File: src/rtl/irq2_pkg.sv
package irq2_pkg;
  localparam int DW    = 32;
  localparam int AW    = 5;
  localparam int NSEC  = 5;
  localparam int NSUM  = 10;
  localparam int NHIF  = 3;
  localparam int NBCN  = 5;

  localparam logic [AW-1:0] A_PSTAT      = 5'd0;
  localparam logic [AW-1:0] A_PMASK      = 5'd1;
  localparam logic [AW-1:0] A_GEN        = 5'd2;
  localparam logic [AW-1:0] A_PEND       = 5'd3;
  localparam int            A_SSTAT_BASE = 8;
  localparam int            A_SMASK_BASE = 16;

  typedef enum int {
    G_TXOK = 0, G_TXDESC = 1, G_TXERR = 2, G_TXEOL = 3, G_TXURN = 4,
    G_HIF = 5, G_BCN = 6, G_CBRO = 7, G_CBRU = 8, G_TRIG = 9
  } group_e;

  typedef logic [NSEC-1:0][DW-1:0] sec_arr_t;

  function automatic logic [DW-1:0] lowmask(input int n);
    logic [DW-1:0] r;
    r = '0;
    for (int i = 0; i < DW; i++) if (i < n) r[i] = 1'b1;
    return r;
  endfunction

  function automatic int sec_width(input int k, input int nq);
    case (k)
      2:       return nq + NHIF + NBCN;
      4:       return nq;
      default: return 2 * nq;
    endcase
  endfunction

  function automatic int group_reg(input int g);
    case (g)
      G_TXOK, G_TXDESC:       return 0;
      G_TXERR, G_TXEOL:       return 1;
      G_TXURN, G_HIF, G_BCN:  return 2;
      G_CBRO, G_CBRU:         return 3;
      default:                return 4;
    endcase
  endfunction

  function automatic logic [DW-1:0] group_bits(input int g, input int nq);
    case (g)
      G_TXDESC, G_TXEOL, G_CBRU: return lowmask(nq) << nq;
      G_HIF:                     return lowmask(NHIF) << nq;
      G_BCN:                     return lowmask(NBCN) << (nq + NHIF);
      default:                   return lowmask(nq);
    endcase
  endfunction
endpackage

File: src/rtl/irq2_w1c_bank.sv
module irq2_w1c_bank #(
  parameter int W = 32
) (
  input  logic         clk,
  input  logic         rst_n,
  input  logic [W-1:0] evt,
  input  logic [W-1:0] clr,
  output logic [W-1:0] stat
);
  logic [W-1:0] stat_q;

  always_ff @(posedge clk) begin
    if (!rst_n) stat_q <= '0;
    else        stat_q <= (stat_q & ~clr) | evt;
  end

  assign stat = stat_q;
endmodule

File: src/rtl/irq2_summary.sv
module irq2_summary
  import irq2_pkg::*;
#(
  parameter int NQ = 10
) (
  input  sec_arr_t          sec,
  input  sec_arr_t          smask,
  output logic [NSUM-1:0]   sum
);
  for (genvar g = 0; g < NSUM; g++) begin : g_sum
    localparam int            RG = group_reg(g);
    localparam logic [DW-1:0] GB = group_bits(g, NQ);
    assign sum[g] = |(sec[RG] & smask[RG] & GB);
  end
endmodule

File: src/rtl/irq2_regfile.sv
module irq2_regfile
  import irq2_pkg::*;
#(
  parameter int NQ   = 10,
  parameter int NDIR = 4,
  localparam int NP  = NSUM + NDIR
) (
  input  logic           clk,
  input  logic           rst_n,
  input  logic           wr,
  input  logic [AW-1:0]  addr,
  input  logic [DW-1:0]  wdata,
  input  logic [NP-1:0]  pstat,
  input  sec_arr_t       sec,
  input  logic           irq,
  output logic [NP-1:0]  pmask,
  output sec_arr_t       smask,
  output logic           gen,
  output logic [DW-1:0]  rdata
);
  logic [NP-1:0] pmask_q;
  sec_arr_t      smask_q;
  logic          gen_q;

  always_ff @(posedge clk) begin
    if (!rst_n) begin
      pmask_q <= '0;
      smask_q <= '0;
      gen_q   <= 1'b0;
    end else if (wr) begin
      if (addr == A_PMASK) pmask_q <= wdata[NP-1:0];
      if (addr == A_GEN)   gen_q   <= wdata[0];
      for (int k = 0; k < NSEC; k++)
        if (addr == AW'(A_SMASK_BASE + k))
          smask_q[k] <= wdata & lowmask(sec_width(k, NQ));
    end
  end

  always_comb begin
    rdata = '0;
    case (addr)
      A_PSTAT: rdata = DW'(pstat);
      A_PMASK: rdata = DW'(pmask_q);
      A_GEN:   rdata = DW'(gen_q);
      A_PEND:  rdata = DW'(irq);
      default: begin
        for (int k = 0; k < NSEC; k++) begin
          if (addr == AW'(A_SSTAT_BASE + k)) rdata = sec[k];
          if (addr == AW'(A_SMASK_BASE + k)) rdata = smask_q[k];
        end
      end
    endcase
  end

  assign pmask = pmask_q;
  assign smask = smask_q;
  assign gen   = gen_q;
endmodule

File: src/rtl/irq2_ctrl.sv
module irq2_ctrl
  import irq2_pkg::*;
#(
  parameter int NQ   = 10,
  parameter int NDIR = 4
) (
  input  logic             clk,
  input  logic             rst_n,
  input  logic             bus_wr,
  input  logic [4:0]       bus_addr,
  input  logic [31:0]      bus_wdata,
  output logic [31:0]      bus_rdata,
  input  logic [NQ-1:0]    ev_txok,
  input  logic [NQ-1:0]    ev_desc,
  input  logic [NQ-1:0]    ev_txerr,
  input  logic [NQ-1:0]    ev_eol,
  input  logic [NQ-1:0]    ev_urn,
  input  logic [2:0]       ev_hif,
  input  logic [4:0]       ev_bcn,
  input  logic [NQ-1:0]    ev_cbr_over,
  input  logic [NQ-1:0]    ev_cbr_under,
  input  logic [NQ-1:0]    ev_trig,
  input  logic [NDIR-1:0]  ev_direct,
  output logic             irq
);
  localparam int NP = NSUM + NDIR;

  sec_arr_t          sevt;
  sec_arr_t          sclr;
  sec_arr_t          sec_w;
  sec_arr_t          smask_w;
  logic [NSUM-1:0]   sum_w;
  logic [NDIR-1:0]   dir_q;
  logic [NDIR-1:0]   dir_clr;
  logic [NP-1:0]     pstat_w;
  logic [NP-1:0]     pmask_w;
  logic              gen_w;
  logic              pstat_wr;

  // event routing into the secondary layout
  always_comb begin
    sevt = '0;
    sevt[0][NQ-1:0]           = ev_txok;
    sevt[0][2*NQ-1:NQ]        = ev_desc;
    sevt[1][NQ-1:0]           = ev_txerr;
    sevt[1][2*NQ-1:NQ]        = ev_eol;
    sevt[2][NQ-1:0]           = ev_urn;
    sevt[2][NQ +: NHIF]       = ev_hif;
    sevt[2][NQ+NHIF +: NBCN]  = ev_bcn;
    sevt[3][NQ-1:0]           = ev_cbr_over;
    sevt[3][2*NQ-1:NQ]        = ev_cbr_under;
    sevt[4][NQ-1:0]           = ev_trig;
  end

  assign pstat_wr = bus_wr && (bus_addr == A_PSTAT);

  // direct and group clears
  always_comb begin
    for (int k = 0; k < NSEC; k++) begin
      sclr[k] = '0;
      if (bus_wr && bus_addr == AW'(A_SSTAT_BASE + k)) sclr[k] = bus_wdata;
    end
    if (pstat_wr)
      for (int g = 0; g < NSUM; g++)
        if (bus_wdata[g]) sclr[group_reg(g)] = sclr[group_reg(g)] | group_bits(g, NQ);
    for (int k = 0; k < NSEC; k++)
      sclr[k] = sclr[k] & lowmask(sec_width(k, NQ));
  end

  assign dir_clr = pstat_wr ? bus_wdata[NP-1:NSUM] : '0;

  for (genvar k = 0; k < NSEC; k++) begin : g_sec
    irq2_w1c_bank #(.W(DW)) u_bank (
      .clk  (clk),
      .rst_n(rst_n),
      .evt  (sevt[k]),
      .clr  (sclr[k]),
      .stat (sec_w[k])
    );
  end

  irq2_w1c_bank #(.W(NDIR)) u_direct (
    .clk  (clk),
    .rst_n(rst_n),
    .evt  (ev_direct),
    .clr  (dir_clr),
    .stat (dir_q)
  );

  irq2_summary #(.NQ(NQ)) u_sum (
    .sec  (sec_w),
    .smask(smask_w),
    .sum  (sum_w)
  );

  assign pstat_w = {dir_q, sum_w};
  assign irq     = gen_w & (|(pstat_w & pmask_w));

  irq2_regfile #(.NQ(NQ), .NDIR(NDIR)) u_regs (
    .clk  (clk),
    .rst_n(rst_n),
    .wr   (bus_wr),
    .addr (bus_addr),
    .wdata(bus_wdata),
    .pstat(pstat_w),
    .sec  (sec_w),
    .irq  (irq),
    .pmask(pmask_w),
    .smask(smask_w),
    .gen  (gen_w),
    .rdata(bus_rdata)
  );
endmodule

File: config.mk
export PLATFORM = sky130hd
export DESIGN_NAME = irq2_ctrl
export DESIGN_NICKNAME = d
export VERILOG_FILES = /design/src/rtl/irq2_pkg.sv /design/src/rtl/irq2_w1c_bank.sv /design/src/rtl/irq2_summary.sv /design/src/rtl/irq2_regfile.sv /design/src/rtl/irq2_ctrl.sv
export SDC_FILE = /design/constraint.sdc
export NUM_CORES = 1
export LEC_CHECK = 0
export BUFFER_PORTS_ARGS = -buffer_cell sky130_fd_sc_hd__buf_2
export CORE_ASPECT_RATIO = 0.6
export CORE_UTILIZATION = 30
export DETAILED_ROUTE_END_ITERATION = 12
export GPL_TIMING_DRIVEN = 1
export SYNTH_ARGS = -nofsm -noshare
export SYNTH_HDL_FRONTEND = slang
export SYNTH_SLANG_ARGS = --single-unit
export TNS_END_PERCENT = 50
File: constraint.sdc
create_clock -name clk -period 4.5 [get_ports clk]
set_input_delay 1.35 -clock clk [delete_from_list [all_inputs] [get_ports clk]]
set_output_delay 1.35 -clock clk [all_outputs]
set_load 0.02 [all_outputs]
==> results.md, run 1 <==
* Die area at 33000 sq um
* First-pass GRT wire length at 60100 um
* Root buffer selected by CTS: clkbuf_16
* Design Power at 0.00383 W
* Drt via density at 5.53
* Area grow syn2layout at 25.0%
* RSZ-0062 raised after global routing: yes
* Max Cap Viol at 0
* Worst vdd ir at 272 uV
* Worst path slowest cell: a221oi_1
* Tightest Pin Transition at 1.05 ns
* Cell depth of the worst setup path at 10
* WL/cell at 22.5 um
* Core area at between 30000 and 40000 sq um
* Fmax at 0.224 GHz
* Row Count at 50
* Antenna viol nets, final at 0
* Crit path kind: in -> out
* Initial core utilization at 30.8%
* # IOs at 165
* R2r startpoint: u_direct.stat[3]$_SDFF_PN0_
* Iteration count of the initial detailed-routing pass at 11
* CP peak stage delay at 0.31 ns
* Mapped Avg Cell Area at between 7 and 8 sq um
* Post-synthesis cell type count at 59
* IO Port Bufs at 140
* Htree depth at 4
* CP startpoint: bus_addr[0]
* Synth Instances at 1219
* End of the worst register-to-register path: u_direct.stat[3]$_SDFF_PN0_
* Wirelength, routed at 40600 um
* Top cells by area, synth: dfxtp_1 40%, nand2_1 13%, a21boi_0 8.0%
* Final hold vios at 0
* Total Routing Usage GR at 24.8%
* Hold path start: u_regs.smask[79]$_SDFFE_PN0P_
* Synth warn at 0
* Drt drc at 7
* Final hold slack at 0.484 ns
* Violated checks: DRC
* GP Congestion at ~0.95
* Crit path to: bus_rdata[7]
* ANT cells at 0
* Synth Flop Type: dfxtp_1
* Initial antenna violation count at 0
* Clk slew on worst S/H paths at around 0.07 ns
* Fillcell total at 3203
* CP Capture Type: output pin
* Crit start category: input pin
* Hold depth at 2
* Final Util at 38.5%
* Crit path cell chain: buf_4 > buf_6 > nor2_4 > and2_2 > buf_4 > a221oi_1 > nand2_1 > o221ai_1 > nand2_1 > buf_2
* Post-synth EDFFs at 0
* Worst-Skew Late Latency at 0.45 ns
* Final min period at 4.47 ns
* Top delay family on crit path: buffers and inverters
* Die W at 234 um
* Run status: complete, but fails checks
* Fraction of registers with async set/reset at 0%
* DR iter-0 viols at 1309
* Final max-slew violation count at 0
* Placed Area at around 11000 sq um
* Die Y at around 140 um
* CTS tree: built
* Finished Cell Area at 12100 sq um
* Fin Clk Skew at 0 ns
* WP data required at 3.15 ns
* Crit share post-route at between 90% and 100%
* R2R setup slack at 3.72 ns
* Leading area contributor after synthesis: dfxtp_1
* Share of the synthesized area in the top cell type at 40.3%
* Largest net degree at the start of global routing at between 100 and 150
* CTS max path bufs at 2
* Post-CTS Hold Buffers at 0
* FF+latch count, synth at 195
* Via count at 10000
* Leakage at 4.47 nW
* Headroom to the max-slew limit at about 29%
* CTS Sinks at 195
* Final setup vio count at 0
* Vias in the first global route at 9249
* Congestion Overflow GR at 0
* CP arrival at 3.12 ns
* Sum of buffers and inverters on the critical path at 4
* Mapped Area at 9680 sq um
* Most common cell in the synthesized netlist: nand2_1
* Num CTS Buffers at 17
* Top cells by count, synth: 344 x nand2_1, 195 x dfxtp_1, 103 x a21boi_0
* HPWL Detailed at around 31000 um
* Final setup TNS at 0 ns
* Critical Path Fanout Max at 7
* Pwr dens at 316 nW/um^2
* Reg2Reg Depth at 2
* Register area share after synthesis at 40.3%
* Nets@finish at roughly 1500
* Min-Delay Path Class: reg -> reg
* Layout cells sized above 1 at a little under a quarter
-- kinds of logic after synthesis --
family                 Yosys count  share of synthesized area [%]
AOI/OAI and AO/OA              369                           27.3
buffers and inverters          106                           5.38
DFF                            195                           40.3
muxes                           16                           1.78
other                            1                         0.0387
and+or+nand+nor                532                           25.1
-- cells in the final DEF, fill, tap and decap left out, drive strengths merged, types with 21 or more instances in the layout --
| cell | synthesis | final |
|---|---|---|
| a21boi | 103 | 103 |
| a221oi | 21 | 21 |
| a22oi | 67 | 67 |
| a31oi | 91 | 91 |
| buf | 48 | 235 |
| clkbuf | 55 | 22 |
| dfxtp | 195 | 195 |
| nand2 | 345 | 345 |
| nand3 | 23 | 23 |
| nor2 | 30 | 30 |
| nor2b | 97 | 97 |
-- through the flow --
stage,std cells,setup slack [ns]
after floorplan,1230,0.277
after global placement,1772,-0.364
after detailed placement,1772,-0.273
after CTS,1805,-0.0162
after global routing,1809,-0.0239
final,1809,0.0322
-- state kept, by name, summed over array words and instances, names as in the netlist --
name,cells
g_sec.u_bank.stat,88
u_regs.smask,88
u_regs.pmask,14
u_direct.stat,4
u_regs.gen,1
-- report_power, final --
part           switching, W  total, W  leakage [nW]  internal [W]
logic              0.000263  0.000451          2.59      0.000188
clock network      0.000719   0.00150         0.280      0.000786
registers         0.0000829   0.00187          1.60       0.00179
-- worst min path at each step --
stage                               endpoint
4_1_cts        u_regs.smask[79]$_SDFFE_PN0P_
3_5_place_dp   u_regs.smask[14]$_SDFFE_PN0P_
3_3_place_gp   u_regs.pmask[13]$_SDFFE_PN0P_
2_1_floorplan   u_regs.pmask[2]$_SDFFE_PN0P_
6_report       u_regs.smask[79]$_SDFFE_PN0P_
5_1_grt        u_regs.smask[51]$_SDFFE_PN0P_
-- cell type report --
type | instances | area (sq um) | share of cell area (%)
clock inverter | 9 | 70.1 | 0.579
tap | 416 | 520 | 4.30
inverter | 3 | 11.3 | 0.0930
multi-input combinational | 929 | 5560 | 46.0
sequential | 195 | 3900 | 32.3
clock buffer | 22 | 494 | 4.08
timing repair buffer | 235 | 1540 | 12.7
-- repair_timing --
item                                    CTS  global route
hold endpoints to repair                  0             0
setup buffers                             2             4
pin swaps                                 7            22
resized for setup                        22            42
endpoints found under the setup margin   12            15
-- tightest hold or removal path: stages (launching register included) --
cell	delay, ns
dfxtp_1	0.32
nand2_1	0.05
a21boi_0	0.06
-- per-layer routing --
metal | track usage [%] | part of all wire, % | wire (um) | vias up
li1 | - | - | - | 4636
met1 | 39.0 | 48 | 19700 | 4791
met2 | 31.9 | 38 | 15400 | 547
met3 | 7.24 | 12 | 5080 | 32
met4 | 5.47 | 1.1 | 466 | 0
met5 | 0 | 0 | 0 | -
No activity file was read; power rests on OpenSTA's default activity.
==> run 2: changes to the inputs <==
MAX_ROUTING_LAYER = met4   (was unset)
==> run 2 against run 1 <==
The run ends with DRC, setup timing left; final cell count about the same; routed wire length increased by 1.3%; clock skew unchanged; final area about the same; highest routed layer unchanged; clock-buffer cell count decreased by 2; critical endpoint is now bus_rdata[14]; largest power group unchanged; register-to-register slack got worse by 0.02 ns; core utilization about the same; via count increased by 1.6%; global-route usage increased by 0.86 points; worst hold slack about the same; first-iteration DRC count increased by 14%.
==> results.md, run 2 (synthesis results as in run 1) <==
* Drt drc at 7
* Headroom to the max-slew limit at 33.0%
* Area grow syn2layout at 25.0%
* Sequential power share at between 40% and 50%
* Tightest Pin Transition at 1.00 ns
* Final min period at approximately 4.5 ns
* Comb power frac at a little under an eighth
* Num CTS Buffers at 17
* Wirelength, routed at 41200 um
* Initial core utilization at 30.8%
* Worst vdd ir at 289 uV
* Nets@finish at 1513
* Max Cap Viol at 0
* Crit path cell chain: buf_2 > buf_4 > nor2b_1 > buf_4 > buf_4 > o2bb2ai_1 > a22oi_1 > a21oi_1 > a211oi_2 > o21ai_1 > buf_2
* Die W at 234 um
* CTS max path bufs at 2
* Largest net degree at the start of global routing at 105
* Row Count at 50
* Crit path kind: in -> out
* Fillcell total at 3260
* Most frequent cells in the layout: 338 x nand2_1, 195 x dfxtp_1, 134 x buf_2
* Finished Cell Area at 12100 sq um
* CTS Sinks at 195
* Worst path slowest cell: a22oi_1
* Cell internal pwr at 0.00285 W
* Cells after DPL at 1775
* Crit share post-route at 100%
* Antenna viol nets, final at 0
* # IOs at 165
* Worst-Skew Late Latency at 0.45 ns
* Run status: complete, but fails checks
* Final setup vio count at 1
* Final setup TNS at -0.0128 ns
* Leakage at 4.47 nW
* CP peak stage delay at 0.31 ns
* Final Non-Filler Cells at 1810
* Most common cell after layout, fill and taps aside: nand2_1
* Vias in the first global route at 9170
* CP Capture Type: output pin
* Crit start category: input pin
* Switching power at 0.00107 W
* Post-CTS Hold Buffers at 0
* IO Port Bufs at 140
* HPWL Detailed at 31100 um
* Die area at 33000 sq um
* Uppermost layer routed: met4
* Fmax at 0.222 GHz
* M1 WL at 20300 um
* Core area at 31500 sq um
* Fin Clk Skew at 0 ns
* RSZ-0062 raised after global routing: yes
* Met2 wire length at 15500 um
* CP dominant cell by count: buf_4
* GP Congestion at 0.969
* Pwr dens at 324 nW/um^2
* Iteration count of the initial detailed-routing pass at 12
* Layout cells sized above 1 at about a quarter
* Clk slew on worst S/H paths at approximately 0.07 ns
* Clock power frac at 40.8%
* Violated checks: DRC, setup timing
* ANT cells at 0
* Congestion Overflow GR at 0
* Die Y at 141 um
* Via count at 10200
* Total Routing Usage GR at between 20% and 30%
* Drt via density at 5.62
* Final hold vios at 0
* Final max-slew violation count at 0
* WL/cell at roughly 23 um
* WP data required at 3.15 ns
* Setup WS pre-CTS at -0.258 ns
* Fin worst setup slack at -0.0128 ns
* Critical Path Fanout Max at 8
* Placed Area at roughly 11000 sq um
* WL met3 at 4790 um
* DR iter-0 viols at 1488
* Register area at 3900 sq um
* CP arrival at 3.16 ns
* Initial antenna violation count at 1
* Root buffer selected by CTS: clkbuf_16
* Min-Delay Path Class: reg -> reg
* Area of the multi-input gates at 5520 sq um
* Switch share at 27.4%
* Htree depth at 4
* CTS tree: built
* First-pass GRT wire length at 60100 um
[run 2: area by class of cell]
class                      count  share of cell area, %
timing repair buffer         235                   12.7
tap                          416                   4.30
inverter                       3                 0.0931
clock inverter                12                   1.16
clock buffer                  20                   3.86
sequential                   195                   32.3
multi-input combinational    929                   45.6
[run 2: power by group through the flow]
| stage | clock network [W] | logic, W | registers, W |
|---|---|---|---|
| finish | 0.00160 | 0.000448 | 0.00188 |
| global route | 0.00170 | 0.000476 | 0.00188 |
| CTS | 0.00162 | 0.000429 | 0.00187 |
| detailed placement | 0 | 0.000422 | 0.00191 |
| global placement | 0 | 0.000417 | 0.00191 |
| floorplan | 0 | 0.000237 | 0.00187 |
[run 2: critical path, delay by kind of cell]
family / cells / cell delay, ns
buffers and inverters: 5 / 0.80
AOI/OAI and AO/OA: 5 / 0.97
and+or+nand+nor: 1 / 0.05
[run 2: final timing paths]
path | startpoint | to | slack, ns | depth (start not counted)
min | u_regs.pmask[12]$_SDFFE_PN0P_ | u_regs.pmask[12]$_SDFFE_PN0P_ | 0.48 | 2
max reg2reg | u_direct.stat[3]$_SDFF_PN0_ | u_direct.stat[3]$_SDFF_PN0_ | 3.70 | 2
max | bus_addr[1] | bus_rdata[14] | -0.01 | 11
min reg2reg | u_regs.pmask[12]$_SDFFE_PN0P_ | u_regs.pmask[12]$_SDFFE_PN0P_ | 0.48 | 2
[run 2: metrics by stage]
| stage | utilization [%] | power [W] | hold slack, ns |
|---|---|---|---|
| final | 38.5 | 0.00393 | 0.484 |
| after global routing | 38.5 | 0.00405 | 0.511 |
| after CTS | 37.9 | 0.00392 | 0.482 |
| after detailed placement | 35.7 | 0.00233 | 0.473 |
| after global placement | 35.7 | 0.00232 | 0.464 |
| after floorplan | - | 0.00210 | 0.453 |
[run 2: timing repair]
item	in CTS	in global routing
setup endpoints to repair	12	15
gates resized for setup	15	41
hold endpoints to repair	0	0
pin swaps	7	23
setup buffers	1	2
[run 2: metal layers]
layer	vias to the layer above	global-route usage, %
li1	4641	-
met1	4978	39.7
met2	517	30.8
met3	30	7.52
met4	0	6.39
met5	-	-
